[config.mk]
export PLATFORM = sky130hd
export DESIGN_NAME = keyed_watchdog
export DESIGN_NICKNAME = d
export VERILOG_FILES = /design/src/rtl/wdt_pkg.sv /design/src/rtl/wdt_tick_gen.sv /design/src/rtl/wdt_countdown.sv /design/src/rtl/wdt_ctl.sv /design/src/rtl/wdt_irq.sv /design/src/rtl/keyed_watchdog.sv
export SDC_FILE = /design/constraint.sdc
export NUM_CORES = 1
export LEC_CHECK = 0
export ABC_AREA = 1
export ABC_CLOCK_PERIOD_IN_PS = 1500
export BUFFER_PORTS_ARGS = -buffer_cell sky130_fd_sc_hd__buf_2
export CORE_MARGIN = 2
export CORE_UTILIZATION = 30
export DETAILED_ROUTE_END_ITERATION = 8
export GPL_ROUTABILITY_DRIVEN = 0
export HOLD_SLACK_MARGIN = 0.12
export PLACE_DENSITY = 0.49
export SLEW_MARGIN = 20
export SYNTH_ARGS = -nofsm -noshare
export SYNTH_HDL_FRONTEND = slang
export SYNTH_SLANG_ARGS = --single-unit
export TNS_END_PERCENT = 30
[constraint.sdc]
create_clock -name clk -period 1.5 [get_ports clk]
set_input_delay 0.075 -clock clk [delete_from_list [all_inputs] [get_ports clk]]
set_output_delay 0.075 -clock clk [all_outputs]
set_load 0.01 [all_outputs]
[src/rtl/wdt_pkg.sv]
`timescale 1ns/1ps
package wdt_pkg;

    localparam int CNT_W = 15;
    localparam int DATA_W = 16;

    localparam logic [DATA_W-1:0] KEY_FEED    = 16'hFEED;
    localparam logic [DATA_W-1:0] KEY_STOP_A  = 16'h2BAD;
    localparam logic [DATA_W-1:0] KEY_STOP_B  = 16'hCAFE;
    localparam logic [DATA_W-1:0] KEY_RESUME  = 16'hACED;
    localparam logic [DATA_W-1:0] KEY_STCLR   = 16'hE8B4;
    localparam logic [DATA_W-1:0] SIG_STOPPED = 16'hDABE;
    localparam logic [DATA_W-1:0] SIG_EXPIRED = 16'hCFE8;

    typedef enum logic [3:0] {
        SEL_FEED, SEL_TMO, SEL_STOP_A, SEL_STOP_B, SEL_STAT, SEL_CNT,
        SEL_DBG, SEL_RESUME, SEL_IEVT, SEL_IMSK, SEL_IFRC, SEL_NONE
    } reg_sel_e;

    typedef struct packed {
        logic feed;
        logic tmo;
        logic stop_a;
        logic stop_b;
        logic stat;
        logic dbg;
        logic resume;
        logic ievt;
        logic imsk;
        logic ifrc;
    } wr_strobe_t;

    function automatic reg_sel_e map_addr(input logic [5:0] a, input logic hi_zero);
        reg_sel_e s;
        s = SEL_NONE;
        if (hi_zero && a[1:0] == 2'b00) begin
            case (a[5:2])
                4'd0:  s = SEL_FEED;
                4'd1:  s = SEL_TMO;
                4'd2:  s = SEL_STOP_A;
                4'd3:  s = SEL_STOP_B;
                4'd4:  s = SEL_STAT;
                4'd5:  s = SEL_CNT;
                4'd6:  s = SEL_DBG;
                4'd7:  s = SEL_RESUME;
                4'd8:  s = SEL_IEVT;
                4'd9:  s = SEL_IMSK;
                4'd10: s = SEL_IFRC;
                default: s = SEL_NONE;
            endcase
        end
        return s;
    endfunction

endpackage

[src/rtl/wdt_tick_gen.sv]
`timescale 1ns/1ps
module wdt_tick_gen #(
    parameter int PRESCALE = 320
) (
    input  logic clk,
    input  logic rst,
    input  logic ref_pulse,
    input  logic restart,
    output logic tick
);
    localparam int PW = (PRESCALE > 1) ? $clog2(PRESCALE) : 1;

    generate
        if (PRESCALE < 2) begin : g_direct
            assign tick = ref_pulse;
        end else begin : g_div
            logic [PW-1:0] phase;
            logic          tick_q;

            always_ff @(posedge clk) begin
                if (rst || restart) begin
                    phase  <= '0;
                    tick_q <= 1'b0;
                end else begin
                    tick_q <= 1'b0;
                    if (ref_pulse) begin
                        if (phase == PW'(PRESCALE - 1)) begin
                            phase  <= '0;
                            tick_q <= 1'b1;
                        end else begin
                            phase <= phase + PW'(1);
                        end
                    end
                end
            end
            assign tick = tick_q;

            // ticks are at least PRESCALE reference pulses apart
            assert_tick_spaced_R4: assert property (@(posedge clk) disable iff (rst)
                tick |=> !tick);
        end
    endgenerate
endmodule

[src/rtl/wdt_countdown.sv]
`timescale 1ns/1ps
module wdt_countdown #(
    parameter int CNT_W      = 15,
    parameter int RST_CYCLES = 16,
    parameter int TMO_RESET  = 6000
) (
    input  logic             clk,
    input  logic             rst,
    input  logic             tick,
    input  logic             run,
    input  logic             load,
    input  logic [CNT_W-1:0] reload_val,
    output logic [CNT_W-1:0] cnt,
    output logic             busy,
    output logic             pre_fire,
    output logic             expire,
    output logic             sys_rst
);
    localparam int RW = $clog2(RST_CYCLES + 1);

    logic          dec;
    logic [RW-1:0] rst_left;

    always_comb begin
        dec      = tick && run && (cnt != '0);
        expire   = tick && run && (cnt == '0);
        pre_fire = dec && (cnt == CNT_W'(1));
    end

    always_ff @(posedge clk) begin
        if (rst) begin
            cnt      <= CNT_W'(TMO_RESET);
            busy     <= 1'b0;
            rst_left <= '0;
        end else begin
            busy <= load || dec || expire;
            if (load || expire)
                cnt <= reload_val;
            else if (dec)
                cnt <= cnt - CNT_W'(1);
            if (expire)
                rst_left <= RW'(RST_CYCLES);
            else if (rst_left != '0)
                rst_left <= rst_left - RW'(1);
        end
    end

    assign sys_rst = (rst_left != '0);

    // expiry reloads from the timeout and starts the reset pulse
    assert_expire_reload_R7: assert property (@(posedge clk) disable iff (rst)
        expire |=> (cnt == $past(reload_val)) && sys_rst);

    // with counting not allowed and no feed, the count holds
    assert_frozen_hold_R13: assert property (@(posedge clk) disable iff (rst)
        (!run && !load) |=> $stable(cnt));

    // any change of the count is flagged in the following cycle
    assert_change_flagged_R9: assert property (@(posedge clk) disable iff (rst)
        !$stable(cnt) |-> busy);
endmodule

[src/rtl/wdt_ctl.sv]
`timescale 1ns/1ps
module wdt_ctl
    import wdt_pkg::*;
#(
    parameter int TMO_RESET = 6000
) (
    input  logic              clk,
    input  logic              rst,
    input  wr_strobe_t        wr,
    input  logic [DATA_W-1:0] wdata,
    input  logic              expire,
    output logic              feed_ok,
    output logic              enabled,
    output logic              running,
    output logic              allow,
    output logic              timed_out,
    output logic [CNT_W-1:0]  tmo
);
    logic armed;
    logic clr_ok;

    assign feed_ok = wr.feed && (wdata == KEY_FEED);
    assign clr_ok  = wr.stat && (wdata == KEY_STCLR);

    always_ff @(posedge clk) begin
        if (rst) begin
            enabled   <= 1'b0;
            running   <= 1'b0;
            armed     <= 1'b0;
            allow     <= 1'b0;
            timed_out <= 1'b0;
            tmo       <= CNT_W'(TMO_RESET);
        end else begin
            if (wr.tmo)
                tmo <= wdata[CNT_W-1:0];
            if (feed_ok)
                running <= 1'b1;
            if (wr.stop_a)
                armed <= (wdata == KEY_STOP_A);
            if (wr.stop_b) begin
                armed <= 1'b0;
                if (armed && wdata == KEY_STOP_B) begin
                    enabled <= 1'b0;
                    running <= 1'b0;
                end
            end
            if (wr.resume && wdata == KEY_RESUME && !enabled) begin
                enabled <= 1'b1;
                running <= 1'b0;
            end
            if (wr.dbg)
                allow <= wdata[0];
            if (expire)
                timed_out <= 1'b1;
            else if (clr_ok)
                timed_out <= 1'b0;
        end
    end

    // a second key without an armed first key leaves the enable state alone
    assert_stop_needs_arm_R5: assert property (@(posedge clk) disable iff (rst)
        (wr.stop_b && !armed) |=> (enabled == $past(enabled)));

    // the timed-out status stays until its own clear key
    assert_status_sticky_R8: assert property (@(posedge clk) disable iff (rst)
        (timed_out && !clr_ok) |=> timed_out);

    // re-enabling leaves the counter idle until a feed
    assert_resume_idle_R6: assert property (@(posedge clk) disable iff (rst)
        (wr.resume && wdata == KEY_RESUME && !enabled) |=> (enabled && !running));
endmodule

[src/rtl/wdt_irq.sv]
`timescale 1ns/1ps
module wdt_irq (
    input  logic clk,
    input  logic rst,
    input  logic wr_evt,
    input  logic wr_msk,
    input  logic wr_frc,
    input  logic wbit,
    input  logic pre_fire,
    output logic evt,
    output logic msk,
    output logic frc,
    output logic irq
);
    logic ack;
    assign ack = wr_evt && wbit;

    always_ff @(posedge clk) begin
        if (rst) begin
            evt <= 1'b0;
            msk <= 1'b0;
            frc <= 1'b0;
        end else begin
            if (wr_msk)
                msk <= wbit;
            if (wr_frc)
                frc <= wbit;
            if (pre_fire || frc)
                evt <= 1'b1;
            else if (ack)
                evt <= 1'b0;
        end
    end

    assign irq = evt && msk;

    // the pre-expiry tick always leaves the event set
    assert_prefire_sets_R10: assert property (@(posedge clk) disable iff (rst)
        pre_fire |=> evt);

    // a lone acknowledge clears the event
    assert_ack_clears_R11: assert property (@(posedge clk) disable iff (rst)
        (ack && !pre_fire && !frc) |=> !evt);

    // force holds the event set
    assert_force_holds_R12: assert property (@(posedge clk) disable iff (rst)
        frc |=> evt);
endmodule

[src/rtl/keyed_watchdog.sv]
`timescale 1ns/1ps
module keyed_watchdog
    import wdt_pkg::*;
#(
    parameter int PRESCALE   = 320,
    parameter int RST_CYCLES = 16,
    parameter int TMO_RESET  = 6000,
    parameter int ADDR_W     = 8
) (
    input  logic              clk,
    input  logic              rst,
    input  logic              ref_pulse,
    input  logic              dbg_active,
    input  logic [ADDR_W-1:0] bus_addr,
    input  logic              bus_wr,
    input  logic [DATA_W-1:0] bus_wdata,
    output logic [DATA_W-1:0] bus_rdata,
    output logic              wdt_irq,
    output logic              wdt_reset
);
    logic             hi_zero;
    reg_sel_e         sel;
    wr_strobe_t       wr;
    logic             tick, run, feed_ok;
    logic             enabled, running, allow, timed_out;
    logic [CNT_W-1:0] tmo, cnt;
    logic             busy, pre_fire, expire;
    logic             evt, msk, frc;

    generate
        if (ADDR_W > 6) begin : g_hi
            assign hi_zero = (bus_addr[ADDR_W-1:6] == '0);
        end else begin : g_nohi
            assign hi_zero = 1'b1;
        end
    endgenerate

    always_comb begin
        sel       = map_addr(6'(bus_addr), hi_zero);
        wr.feed   = bus_wr && (sel == SEL_FEED);
        wr.tmo    = bus_wr && (sel == SEL_TMO);
        wr.stop_a = bus_wr && (sel == SEL_STOP_A);
        wr.stop_b = bus_wr && (sel == SEL_STOP_B);
        wr.stat   = bus_wr && (sel == SEL_STAT);
        wr.dbg    = bus_wr && (sel == SEL_DBG);
        wr.resume = bus_wr && (sel == SEL_RESUME);
        wr.ievt   = bus_wr && (sel == SEL_IEVT);
        wr.imsk   = bus_wr && (sel == SEL_IMSK);
        wr.ifrc   = bus_wr && (sel == SEL_IFRC);
    end

    assign run = enabled && running && (!dbg_active || allow);

    wdt_tick_gen #(.PRESCALE(PRESCALE)) tick_i (
        .clk(clk), .rst(rst), .ref_pulse(ref_pulse), .restart(feed_ok), .tick(tick)
    );

    wdt_ctl #(.TMO_RESET(TMO_RESET)) ctl_i (
        .clk(clk), .rst(rst), .wr(wr), .wdata(bus_wdata), .expire(expire),
        .feed_ok(feed_ok), .enabled(enabled), .running(running), .allow(allow),
        .timed_out(timed_out), .tmo(tmo)
    );

    wdt_countdown #(.CNT_W(CNT_W), .RST_CYCLES(RST_CYCLES), .TMO_RESET(TMO_RESET)) cnt_i (
        .clk(clk), .rst(rst), .tick(tick), .run(run), .load(feed_ok), .reload_val(tmo),
        .cnt(cnt), .busy(busy), .pre_fire(pre_fire), .expire(expire), .sys_rst(wdt_reset)
    );

    wdt_irq irq_i (
        .clk(clk), .rst(rst), .wr_evt(wr.ievt), .wr_msk(wr.imsk), .wr_frc(wr.ifrc),
        .wbit(bus_wdata[0]), .pre_fire(pre_fire), .evt(evt), .msk(msk), .frc(frc),
        .irq(wdt_irq)
    );

    always_comb begin
        bus_rdata = '0;
        case (sel)
            SEL_TMO:    bus_rdata = {1'b0, tmo};
            SEL_STOP_B: bus_rdata = enabled ? '0 : SIG_STOPPED;
            SEL_STAT:   bus_rdata = timed_out ? SIG_EXPIRED : '0;
            SEL_CNT:    bus_rdata = {busy, cnt};
            SEL_DBG:    bus_rdata = {14'd0, dbg_active, allow};
            SEL_IEVT:   bus_rdata = {15'd0, evt};
            SEL_IMSK:   bus_rdata = {15'd0, msk};
            SEL_IFRC:   bus_rdata = {15'd0, frc};
            default:    bus_rdata = '0;
        endcase
    end

    // debug without allow never lets the timer expire
    assert_debug_no_expire_R13: assert property (@(posedge clk) disable iff (rst)
        (dbg_active && !allow) |-> !expire);
endmodule

# --- After elaboration in Yosys (flattened, before gate mapping) ---
# Memory sizes are Yosys's and may differ from the RTL's.
# Index checks and enable logic that the tools add are counted.
# W data, S select, Z words.
totals:
  reg_bits: 54
  mem_bits_ro: 64
  inputBits: 29
  out_inout_bits: 18
  elab_cells: 106
  mem_count: 1
classes:
  addsub: 3
  n_eq_ne: 17
  muxes: 20
  bitwise_logic: 1
  n_reduce_logical: 49
mem_list:
  columns: ["memory", "depth", "word_bits", "read_ports", "rd_ports_with_merged_regs", "wr", "line_no", "rtl"]
  rows:
  - ["(no name shown)", 16, 4, 1, 0, 0, "wdt_pkg.sv:37", "case (a[5:2])"]
op_table:
  columns: ["operator", "count"]
  rows:
  - ["$pmux W16 S8", 1]
  - ["$eq A16 B16 Y1 const B", 4]
  - ["$mux W16", 2]
  - ["$mux W15", 2]
  - ["$logic_and A1 B1 Y1", 24]
  - ["$eq A16 B14 Y1 const B", 1]
  - ["$eq A4 B3 Y1 const B", 4]
  - ["$eq A15 B1 Y1 const B", 1]
  - ["$logic_not A15 Y1", 1]
  - ["$reduce_bool A15 Y1", 1]
  - ["$sub A15 B1 Y15 const B", 1]
  - ["$eq A4 B4 Y1 const B", 3]
  - ["$reduce_bool A2 Y1", 6]
  - ["$mux W1", 11]
  - ["$mux W5", 2]
  - ["$add A9 B1 Y9 const B", 1]
  - ["$eq A9 B9 Y1 const B", 1]
  - ["$mux W9", 1]
  - ["$eq A4 B2 Y1 const B", 2]
  - ["$reduce_or A2 Y1", 4]
  - ["$logic_or A1 B1 Y1", 6]
  - ["$reduce_bool A5 Y1", 1]
  - ["$sub A5 B1 Y5 const B", 1]
  - ["$eq A4 B1 Y1 const B", 1]
  - ["other kinds (6)", 8]

# --- Depth between registers and ports, before layout ---
logic_depth:
  depth_word: 9
  mapped_depth: 11
  ltp_nobuf: 11

# --- Hierarchy ---
# Synthesis repeated with hierarchy kept, for this count alone.
unflattened:
  cells_unflattened: 581
  area_unflattened_um2: 3543.4
modules_own_cells:
  columns: ["module", "instances", "cells_each", "area_per_inst_um2", "seq_area_each_um2"]
  rows:
  - ["wdt_countdown", 1, 245, 1458.9, 420.4]
  - ["wdt_ctl", 1, 135, 922.1, 400.4]
  - ["keyed_watchdog", 1, 124, 590.6, 0.0]
  - ["wdt_tick_gen", 1, 60, 455.4, 200.2]
  - ["wdt_irq", 1, 17, 116.4, 60.1]

# --- Worst setup path before layout ---
# OpenSTA, ideal clock, no wires.
synth_timing:
  path_type: "flip-flop to flip-flop"
  from: "register cnt_i.cnt[0]"
  to: "register cnt_i.cnt[12]"
  setup_ps: 134
  arrival_time_ps: 1413
  t_required_ps: 1366
  setup_slack_ps: -47
  path_stages_with_launch: 11
  n_path_buf: 1
  period_less_slack_ps: 1547
  path_cell_list: "dfxtp_1 inv_1 ha_1 nand2_1 nor2_2 nand4_4 nand2_4 buf_6 nand2_1 nand3_1 nand3_1"
synth_between:
  elab_chain_cells: 4
  elab_cells_between_ends: 9
  cone_classes: "add/sub (1); mux (2); reduce/logical (6)"
synth_rtl:
  columns: ["item", "line_no", "rtl"]
  rows:
  - ["from (decl)", "wdt_countdown.sv:13", "output logic [CNT_W-1:0] cnt,"]
  - ["from (signal assigned)", "wdt_countdown.sv:32", "cnt <= CNT_W'(TMO_RESET);"]
  - ["from (signal assigned)", "wdt_countdown.sv:38", "cnt <= reload_val;"]
  - ["from (signal assigned)", "wdt_countdown.sv:40", "cnt <= cnt - CNT_W'(1);"]
  - ["branches (longest 4 deep; another with $sub A15 B1 Y15)", null, null]
# Several ways; the timed one is not identified. The select of a mux whose other input is x is not followed.
# A chain may end at the register's enable or synchronous reset.

# --- Final worst setup path ---
layout_timing:
  from: "register cnt_i.cnt[13]"
  to: "register cnt_i.cnt[9]"
layout_between:
  elab_chain_cells: 4
  elab_cells_between_ends: 7
  cone_classes: "mux (1); reduce/logical (6)"
layout_rtl:
  columns: ["item", "line_no", "rtl"]
  rows:
  - ["$logic_not A15 Y1", "wdt_countdown.sv:26", "expire = tick && run && (cnt == '0);"]
  - ["$logic_and A1 B1 Y1", "wdt_countdown.sv:26", null]
  - ["$logic_or A1 B1 Y1", "wdt_countdown.sv:37", "if (load || expire)"]
  - ["$mux W15 / $reduce_bool A2 Y1 (equally long branches)", null, null]
# Several ways; a longest one is shown, not always the timed one.

==> key figures <==
Finish
  – ANT cells: 0
  – # fillers: 1140
  – Most frequent cells in the layout: nand2_1, buf_4, inv_1
  – Commonest non-fill, non-tap cell in the layout: nand2_1
  – Final nets: 660
  – Layout area overhead: 45.0%
  – Design area: 4780 um^2
  – Share of cells above drive strength 1: 0.356

Global routing
  – Initial antenna violation count: 0
  – First-pass GRT wire length: 17400 um
  – Total track usage: 0.188
  – Largest net degree at the start of global routing: 32
  – Vias in the first global route: 3541
  – Grt ovf: 0

Timing
  – Max-slew violation count: 0
  – Hold Vio Cnt, Final: 0
  – Final setup viols: 8
  – Final WS setup: -0.0450 ns
  – Setup TNS Final: -0.122 ns
  – Unrepaired setup endpoints after global routing: true
  – Relative slew slack: 0.772
  – F_max: 647 MHz
  – Clk_skew: 0.0140 ns
  – Final period util: 1.03
  – Worst Tran Pin Value: 0.341 ns
  – Tmin final: 1.54 ns

Drt
  – Post-route ant nets: 0
  – Routed WL: 11300 um
  – Detailed-route DRC error count: 0
  – WL per Instance: 14.7 um
  – TritonRoute pass-1 iters: 5
  – Initial DRC count: 239
  – Vias: 3773
  – Via density: 4.92

Setup path
  – Slowest library cell on the worst path: dfxtp_1
  – Crit path max fanout: 6
  – Crit path largest cell delay: 0.34 ns
  – CP Data Required Time: 1.78 ns
  – Crit-path cells: nor2_1 > nand2_1 > nor2_2 > nand4_4 > buf_8 > buf_6 > nand4_1 > nand3_1 > nand3_1
  – CP arrival: 1.82 ns
  – Kind of critical path: register to register
  – Most frequent CP cell: nand3_1
  – CP Launch Type: register
  – CP endpoint kind: register

Power and ir drop
  – Leak Pwr: 0.00219 uW
  – Pwr Density: 632 nW/um^2
  – Maximum VDD drop: 0.000357 V

Synthesis
  – Synth Area in Compound Gates: 0.156
  – Mux cell area share after synthesis: 0
  – Synth Area per Inst: 6.67 um^2
  – XOR/XNOR share of the synthesized area: 0.0398
  – Adder-cell share of the synthesized area: 0.0190
  – Post-synth EDFFs: 0
  – Seq cells post-synth: 54
  – Mapped Nets: 529
  – Post-Syn Area: 3300 um^2
  – Asr flop ratio synth: 0
  – Largest family of logic cells by synthesized area: simple AND/OR/NAND/NOR gates
  – Yosys cell types: 39
  – Cells after Synth: 495
  – Simple-gate share of the synthesized area: 0.350
  – Ys flop type: dfxtp_1
  – Count of warnings emitted by yosys: 0
  – Post-synthesis sequential area ratio: 0.328

Clocking
  – CTS tree: done
  – Clock transition at path regs: 0.12 ns
  – Clock Latency Late Sink: 0.32 ns
  – Clock Tree Buf Depth: 2
  – Root Driver: clkbuf_8
  – Cts bufs inserted: 5
  – CTS Sinks: 54
  – H-tree Lvls: 2

Min path
  – Min-Delay Path Class: input port to register

Placement
  – Final HPWL DP: 8450 um
  – Placed Instance Area: 4130 um^2
  – # port buffers: 46

Die
  – Core area: 10800 um^2
  – I/O Pins: 47
  – Starting density of the core: 0.306
  – Die Ht: 109 um
  – FP Rows: 38
  – Die area: 11900 um^2
  – Die Wd: 109 um

Run status
  – Failing checks: negative setup slack
  – Outcome: finished, violations left

Flow run
  – Max cap viols: 0
cell type report:
| class | count | area, um^2 | area share |
|---|---|---|---|
| Tap cell | 140 | 175 | 0.0366 |
| Clock buffer | 5 | 68.8 | 0.0144 |
| Multi-Input combinational cell | 358 | 2160 | 0.452 |
| Timing Repair Buffer | 134 | 965 | 0.202 |
| Clock inverter | 3 | 28.8 | 0.00601 |
| Sequential cell | 54 | 1090 | 0.229 |
| Inverter | 73 | 292 | 0.0609 |
kinds of logic (layout without fill, tap and decap cells):
| family | after synthesis | after routing |
|---|---|---|
| adders and majority gates | 5 | 5 |
| xor gates and xnor gates | 15 | 15 |
| DFF | 54 | 54 |
| buffers and inverters | 85 | 215 |
| and+or+nand+nor | 251 | 253 |
| AOI/OAI and AO/OA | 85 | 85 |
synthesized netlist by cell type (4+ instances only):
cell	instances	share of area
a21oi_1	30	0.045
buf_6	4	0.014
clkbuf_1	5	0.0057
dfxtp_1	54	0.33
ha_1	5	0.019
inv_1	68	0.077
inv_2	5	0.0057
nand2_1	115	0.13
nand3_1	34	0.052
nand4_1	11	0.021
nor2_1	50	0.057
nor2_2	8	0.015
nor2_4	5	0.017
nor3_1	16	0.024
o211ai_1	7	0.016
o21ai_0	21	0.032
o21ai_1	5	0.0076
o221ai_1	9	0.024
xor2_1	12	0.032
critical path: cells and delay by family (launching register included):
family / cells / cell delay, ns
simple gates: 7 / 0.84
flops: 1 / 0.34
buf+inv: 2 / 0.30
power by group:
part           internal (uW)  leakage, uW  switching (uW)
logic                    277      0.00170             308
registers               1480     0.000441            26.5
clock network            352    0.0000506             584
stage by stage:
stage	power [uW]	worst slack [ns]	hold slack (ns)	std cells	util
global route	3170	-0.113	0.153	767	0.443
floorplan	1810	0.0201	0.188	495	-
global placement	1970	-0.0739	0.341	734	0.382
detailed placement	1990	-0.130	0.341	734	0.382
CTS	3000	-0.0150	0.127	759	0.412
finish	3020	-0.0450	0.128	767	0.443
metal layers:
layer  track usage  vias up  wire length [um]
met3        0.0257       23               414
met4        0.0549        0               277
li1              -     1889                 -
met2         0.314       97              5460
met5             0        -                 0
met1         0.252     1764              5110
final timing paths:
path | startpoint | endpoint | slack, ns | depth (start not counted)
setup reg to reg | cnt_i.cnt[13]$_SDFFE_PP0P_ | cnt_i.cnt[9]$_SDFFE_PP1P_ | -0.04 | 9
hold reg to reg | cnt_i.rst_left[0]$_SDFFE_PP0P_ | cnt_i.rst_left[0]$_SDFFE_PP0P_ | 0.47 | 2
setup / recovery | cnt_i.cnt[13]$_SDFFE_PP0P_ | cnt_i.cnt[9]$_SDFFE_PP1P_ | -0.04 | 9
hold / removal | bus_wdata[2] | ctl_i.tmo[2]$_SDFFE_PP0P_ | 0.13 | 3
sequential cells by signal (all words and copies together), names as in the netlist:
register / cells
cnt_i.cnt: 15
ctl_i.tmo: 15
tick_i.g_div.phase: 9
cnt_i.rst_left: 5
cnt_i.busy: 1
ctl_i.allow: 1
ctl_i.armed: 1
ctl_i.enabled: 1
ctl_i.running: 1
ctl_i.timed_out: 1
irq_i.evt: 1
irq_i.frc: 1
irq_i.msk: 1
tick_i.tick: 1
timing repair:
action	CTS	global route
hold endpoints to repair	16	0
setup buffers	4	6
resized for setup	23	80
gates cloned	0	2
pin swaps	2	21
hold buffers	13	0
setup endpoints to repair	16	43
Power figures use the tool's default switching activity.
